==> src/rtl/f2h_pkg.sv <==
package f2h_pkg;
  localparam int SRC_W      = 32;
  localparam int SRC_EXP_W  = 8;
  localparam int SRC_FRAC_W = 23;
  localparam int SRC_BIAS   = 127;
  localparam int DST_W      = 16;
  localparam int DST_EXP_W  = 5;
  localparam int DST_FRAC_W = 10;
  localparam int DST_BIAS   = 15;

  localparam int SIG_W     = SRC_FRAC_W + 1;
  localparam int FRAC_DROP = SRC_FRAC_W - DST_FRAC_W;
  localparam int EXP_W     = SRC_EXP_W + 2;
  localparam int SH_MAX    = SIG_W + 1;
  localparam int SH_W      = $clog2(SH_MAX + 1);

  localparam logic signed [EXP_W-1:0] DST_EMAX_S = EXP_W'(DST_BIAS);
  localparam logic signed [EXP_W-1:0] DST_EMIN_S = EXP_W'(1 - DST_BIAS);
  localparam logic signed [EXP_W-1:0] DEN_LIM_S  = EXP_W'(SH_MAX - FRAC_DROP);
  localparam logic signed [EXP_W-1:0] EXP_INF_S  = EXP_W'((1 << DST_EXP_W) - 1);

  localparam logic [DST_W-2:0] INF_MAG  = {{DST_EXP_W{1'b1}}, {DST_FRAC_W{1'b0}}};
  localparam logic [DST_W-1:0] DFLT_NAN = {1'b0, {DST_EXP_W{1'b1}}, 1'b1, {(DST_FRAC_W-1){1'b0}}};

  typedef enum logic [1:0] {K_FIN, K_ZERO, K_INF, K_NAN} kind_e;

  typedef struct packed {
    kind_e                   kind;
    logic                    sign;
    logic signed [EXP_W-1:0] exp;
    logic [SIG_W-1:0]        sig;
    logic                    snan;
    logic                    dflt_nan;
  } unp_t;
endpackage

==> src/rtl/f2h_unpack.sv <==
module f2h_unpack
  import f2h_pkg::*;
(
  input  logic             clk_i,
  input  logic             rst_ni,
  input  logic             valid_i,
  input  logic [SRC_W-1:0] data_i,
  input  logic             dflt_nan_i,
  output logic             valid_o,
  output unp_t             unp_o
);
  logic [SRC_EXP_W-1:0]    exp_f;
  logic [SRC_FRAC_W-1:0]   frac_f;
  logic signed [EXP_W-1:0] exp_ub;
  unp_t                    nxt;

  always_comb begin
    exp_f  = data_i[SRC_W-2 -: SRC_EXP_W];
    frac_f = data_i[SRC_FRAC_W-1:0];
    exp_ub = $signed({{(EXP_W-SRC_EXP_W){1'b0}}, exp_f}) - EXP_W'(SRC_BIAS);
    nxt          = '0;
    nxt.sign     = data_i[SRC_W-1];
    nxt.exp      = exp_ub;
    nxt.sig      = {1'b1, frac_f};
    nxt.dflt_nan = dflt_nan_i;
    if (exp_f == '1) begin
      if (frac_f == '0) nxt.kind = K_INF;
      else begin
        nxt.kind = K_NAN;
        nxt.snan = ~frac_f[SRC_FRAC_W-1];
      end
    end else if (exp_f == '0) begin
      nxt.kind = K_ZERO;  // binary32 subnormals lie far below half resolution
    end else if (exp_ub > DST_EMAX_S) begin
      nxt.kind = K_INF;
    end else begin
      nxt.kind = K_FIN;
    end
  end

  always_ff @(posedge clk_i or negedge rst_ni) begin
    if (!rst_ni) begin
      valid_o <= 1'b0;
      unp_o   <= '0;
    end else begin
      valid_o <= valid_i;
      if (valid_i) unp_o <= nxt;
    end
  end


  snan_kind_chk: assert property (@(posedge clk_i) disable iff (!rst_ni)
    valid_o && unp_o.snan |-> unp_o.kind == K_NAN);
endmodule

==> src/rtl/f2h_round.sv <==
module f2h_round
  import f2h_pkg::*;
(
  input  logic signed [EXP_W-1:0] exp_i,
  input  logic [SIG_W-1:0]        sig_i,
  output logic [DST_W-2:0]        mag_o
);
  localparam int XW = SIG_W + 1;

  logic                    subn;
  logic signed [EXP_W-1:0] deficit;
  logic signed [EXP_W-1:0] bexp;
  logic [SH_W-1:0]         sh;
  logic [XW-1:0]           sig_x, kept_v, grd_v, mask;
  logic                    guard, sticky, inc;
  logic [DST_FRAC_W+1:0]   rnd;

  always_comb begin
    subn    = exp_i < DST_EMIN_S;
    deficit = DST_EMIN_S - exp_i;
    if (!subn)                 sh = SH_W'(FRAC_DROP);
    else if (deficit >= DEN_LIM_S) sh = SH_W'(SH_MAX);
    else                       sh = SH_W'(FRAC_DROP) + SH_W'(deficit);
    sig_x  = {1'b0, sig_i};
    kept_v = sig_x >> sh;
    grd_v  = sig_x >> (sh - 1'b1);
    guard  = grd_v[0];
    mask   = (XW'(1) << (sh - 1'b1)) - XW'(1);
    sticky = |(sig_x & mask);
    inc    = guard & (sticky | kept_v[0]);
    rnd    = kept_v[DST_FRAC_W+1:0] + {{(DST_FRAC_W+1){1'b0}}, inc};
    bexp   = exp_i + EXP_W'(DST_BIAS) + {{(EXP_W-1){1'b0}}, rnd[DST_FRAC_W+1]};
    if (subn)                   mag_o = (DST_W-1)'(rnd[DST_FRAC_W:0]);  // carry lands in exponent LSB
    else if (bexp >= EXP_INF_S) mag_o = INF_MAG;
    else                        mag_o = {bexp[DST_EXP_W-1:0], rnd[DST_FRAC_W-1:0]};
  end
endmodule

==> src/rtl/f2h_pack.sv <==
module f2h_pack
  import f2h_pkg::*;
(
  input  logic             clk_i,
  input  logic             rst_ni,
  input  logic             valid_i,
  input  unp_t             unp_i,
  input  logic [DST_W-2:0] mag_i,
  output logic             valid_o,
  output logic [DST_W-1:0] data_o,
  output logic             invalid_o
);
  logic [DST_W-1:0] res;

  always_comb begin
    unique case (unp_i.kind)
      K_ZERO:  res = {unp_i.sign, {(DST_W-1){1'b0}}};
      K_INF:   res = {unp_i.sign, INF_MAG};
      K_NAN:   res = unp_i.dflt_nan ? DFLT_NAN :
                     {unp_i.sign, {DST_EXP_W{1'b1}}, 1'b1, unp_i.sig[SRC_FRAC_W-2 -: DST_FRAC_W-1]};
      default: res = {unp_i.sign, mag_i};
    endcase
  end

  always_ff @(posedge clk_i or negedge rst_ni) begin
    if (!rst_ni) begin
      valid_o   <= 1'b0;
      data_o    <= '0;
      invalid_o <= 1'b0;
    end else begin
      valid_o   <= valid_i;
      invalid_o <= valid_i & unp_i.snan;
      if (valid_i) data_o <= res;
    end
  end


  inv_valid_chk: assert property (@(posedge clk_i) disable iff (!rst_ni)
    invalid_o |-> valid_o);

  nan_quiet_chk: assert property (@(posedge clk_i) disable iff (!rst_ni)
    valid_i && unp_i.kind == K_NAN |=>
      data_o[DST_FRAC_W-1] && (data_o[DST_W-2 -: DST_EXP_W] == '1));

  no_nan_chk: assert property (@(posedge clk_i) disable iff (!rst_ni)
    valid_i && unp_i.kind != K_NAN |=>
      !((data_o[DST_W-2 -: DST_EXP_W] == '1) && (data_o[DST_FRAC_W-1:0] != '0)));
endmodule

==> src/rtl/f32_to_f16_narrow.sv <==
module f32_to_f16_narrow
  import f2h_pkg::*;
(
  input  logic             clk_i,
  input  logic             rst_ni,
  input  logic             in_valid_i,
  input  logic [SRC_W-1:0] in_data_i,
  input  logic             dflt_nan_i,
  output logic             out_valid_o,
  output logic [DST_W-1:0] out_data_o,
  output logic             invalid_o
);
  logic             s1_valid;
  unp_t             s1_unp;
  logic [DST_W-2:0] s1_mag;

  f2h_unpack u_unpack (
    .clk_i      (clk_i),
    .rst_ni     (rst_ni),
    .valid_i    (in_valid_i),
    .data_i     (in_data_i),
    .dflt_nan_i (dflt_nan_i),
    .valid_o    (s1_valid),
    .unp_o      (s1_unp)
  );

  f2h_round u_round (
    .exp_i (s1_unp.exp),
    .sig_i (s1_unp.sig),
    .mag_o (s1_mag)
  );

  f2h_pack u_pack (
    .clk_i     (clk_i),
    .rst_ni    (rst_ni),
    .valid_i   (s1_valid),
    .unp_i     (s1_unp),
    .mag_i     (s1_mag),
    .valid_o   (out_valid_o),
    .data_o    (out_data_o),
    .invalid_o (invalid_o)
  );


  latency_chk: assert property (@(posedge clk_i) disable iff (!rst_ni)
    in_valid_i |-> ##2 out_valid_o);

  idle_chk: assert property (@(posedge clk_i) disable iff (!rst_ni)
    !in_valid_i |-> ##2 !out_valid_o);
endmodule

==> config.mk <==
export PLATFORM = sky130hd
export DESIGN_NAME = f32_to_f16_narrow
export DESIGN_NICKNAME = d
export VERILOG_FILES = /design/src/rtl/f2h_pkg.sv /design/src/rtl/f2h_unpack.sv /design/src/rtl/f2h_round.sv /design/src/rtl/f2h_pack.sv /design/src/rtl/f32_to_f16_narrow.sv
export SDC_FILE = /design/constraint.sdc
export NUM_CORES = 1
export LEC_CHECK = 0
export ABC_AREA = 1
export BUFFER_PORTS_ARGS = -buffer_cell sky130_fd_sc_hd__buf_2
export CORE_MARGIN = 8
export CORE_UTILIZATION = 60
export CTS_CLUSTER_DIAMETER = 80
export DETAILED_ROUTE_END_ITERATION = 6
export PLACE_DENSITY_LB_ADDON = 0.08
export SLEW_MARGIN = 10
export SYNTH_ARGS = -nofsm -noshare
export SYNTH_HDL_FRONTEND = slang
export SYNTH_SLANG_ARGS = --single-unit
==> constraint.sdc <==
create_clock -name clk_i -period 9.55 [get_ports clk_i]
set_input_delay 0.955 -clock clk_i [delete_from_list [all_inputs] [get_ports clk_i]]
set_output_delay 0.955 -clock clk_i [all_outputs]
set_load 0.05 [all_outputs]
==> metrics.txt <==
Yosys cell types 53; vias per cell 6.08; Skew-Pair Late Insertion Delay 350 ps; Root Driver clkbuf_8; min-delay src u_pack.data_o[15]$_DFFE_PN0P_; Seq/Total Area, Yosys 26.0%; port bufs 53; Critical Path Source u_unpack.unp_o[26]$_DFFE_PN0P_; Fin. Hold Viols 0; final setup violation count 0; Worst EP required 9780 ps; Final Skew 12.1 ps; DRT Wirelength 18100 um; Detailed Place HPWL 13900 um; Post-DRT Antenna Nets 0; Gate Count Post-Synth 871; largest family of logic cells by synthesized area simple AND/OR/NAND/NOR gates; Clock Path Buffers 2; share of the synthesized area in the top cell type 26.0%; setup bufs post-CTS 0; DRC viols 1; vias in the first global route 5816; die height 112 um; final instance area 5940 um^2; H-tree levels 3; outcome finished, violations left; post-layout min period 6850 ps; Max Transition Viols Final 0; grt ovf 0; cell area power density 169 nW/um^2; post-synth top area cell dfrtp_1; diodes inserted 0; PostCTS Resize Cnt 0; Placement Setup Slack 3000 ps; Worst Path Buf+Inv 8; Max rail drop VDD 127 uV; filler cell count 833; Die Span X 112 um; CP arrival 7080 ps; Crit. End Element flip-flop; mapped cell area 5480 um^2; Mean Syn Cell Area 6.29 um^2; post-synthesis mux area share 0.365%; layout cells sized above 1 12.1%; Placed Area 5740 um^2; Max Cap Viol 0; CP most frequent cell nand2_1; LEAKAGE 3.04 nW; Total Power 1.00 mW; RR Startpoint u_unpack.unp_o[26]$_DFFE_PN0P_; DRT Pass-1 Iters 7; FF+latch count, synth 57; total number of vias 6218; post-synthesis xor/xnor area fraction 1.44%; Max Clock Freq 0.146 GHz; Top delay family on crit path simple AND/OR/NAND/NOR gates; Final nets 956; CTS Buf Count 9; RSZ-0062 raised after global routing no; setup_tns 0 ps; placed cell count 1006; R2R setup slack 2700 ps; Worst-path clk slew 70 ps; cts hold-fix bufs 0; CTS Sinks 57; Hold Crit Endpoint u_pack.data_o[15]$_DFFE_PN0P_; hold depth 2; critical setup path kind reg -> reg; post-synth net total 921; critical path's slowest cell a2111oi_0; GPL Wtd Cong 1.06; WL per Instance 17.7 um; WP depth 35; GRT Total Usage 29.4%; final std cells w/o fill 1022; hold_ws 479 ps; largest net degree at the start of global routing 58; slowest stage delay, CP 490 ps; worst reg-to-reg path cell count 35; die area 12500 um^2; post-synthesis simple-gate area fraction 39.8%; Slew @ Worst Pin 847 ps; CTS tree yes; post-synthesis adder-cell area fraction 3.20%; post-synthesis compound-gate area fraction 18.9%; Top Ports 54; Initial Util 60.5%; YS warnings 0; area grow syn2layout 8.31%; core box area 9060 um^2; Relative slew margins 42.8%; Final period util 71.7%; failing checks design-rule violations; first-pass GRT wire length 29700 um; sequential cell area 1430 um^2; Worst Setup Slack, final 2700 ps; most frequent cells in the layout 248 x nand2_1, 101 x nand3_1, 92 x inv_1, 69 x nor2_1, 64 x o21ai_0; final core utilization 65.5%; Hold WC Path Type reg -> reg; CP Max Fanout 39; DRT iter0 DRCs 636; multi-input logic area 3490 um^2; antenna violations before repair 0; Startpoint Class flip-flop; commonest non-fill, non-tap cell in the layout nand2_1; num rows 35; top post-synthesis cells by area dfrtp_1 26%, nand2_1 17%, nand3_1 9.2%; RR Endpoint u_pack.data_o[0]$_DFFE_PN0P_
worst min-delay path, stage by stage, from the launching register on:
cell     delay [ps]
dfrtp_1         340
nand2_1          60
nand2_1          60
where the power goes:
| group | switching, mW | total [mW] | internal [mW] |
|---|---|---|---|
| Combinational | 0.340 | 0.478 | 0.139 |
| Clock | 0.101 | 0.227 | 0.127 |
| Sequential | 0.0322 | 0.298 | 0.266 |
registers in the layout, summed over array words and instances (netlist names):
signal and cells:
u_pack.data_o 16, u_pack.invalid_o 1, u_pack.valid_o 1, u_unpack.unp_o 38, u_unpack.valid_o 1
cell usage after synthesis (all sizes together):
cell and number:
mux2i 2, nand2 258, xnor2 4, o21bai 1, nor3b 1, a31oi 1
a211oi 2, o21ai 86, a22oi 2, or4 1, nor4 7, o2111ai 2
clkinv 5, o22ai 1, nor2 80, ha 14, o311ai 2, o211ai 28
dfrtp 57, xor2 5, nand3 103, inv 96, a21oi 39, o31ai 4
o21a 1, a21o 1, buf 22, or2 2, nand3b 5, o32ai 1
nor3 10, a2111oi 1, clkbuf 12, nand4 14, o41ai 1
how the worst max path moves through the flow:
stage | slack [ps] | to
6_report | 2700 | u_pack.data_o[0]$_DFFE_PN0P_
2_1_floorplan | 4390 | u_pack.data_o[0]$_DFFE_PN0P_
3_5_place_dp | 3000 | u_pack.data_o[0]$_DFFE_PN0P_
3_3_place_gp | 3250 | u_pack.data_o[0]$_DFFE_PN0P_
4_1_cts | 2880 | u_pack.data_o[0]$_DFFE_PN0P_
5_1_grt | 2080 | u_pack.data_o[0]$_DFFE_PN0P_
per-layer routing:
layer	track usage, %	up-vias	part of all wire (%)
met5	0	-	0
met4	12.7	0	3.7
met3	5.09	57	8.7
met2	47.0	344	46
met1	38.3	2831	42
li1	-	2986	-
cells by family after synthesis:
logic type	after synthesis
buffers and inverters	135
DFF	57
xor gates and xnor gates	9
adders and majority gates	14
and+or+nand+nor	481
AOI/OAI and AO/OA	173
muxes	2
area by class of cell:
cell class                 count  area share (%)
multi-input combinational    679            58.8
sequential                    57            24.0
inverter                     101            6.43
timing repair buffer          58            5.10
clock buffer                  11            2.38
tap                          111            2.34
clock inverter                 5           0.927
No activity file was read; power rests on OpenSTA's default activity.
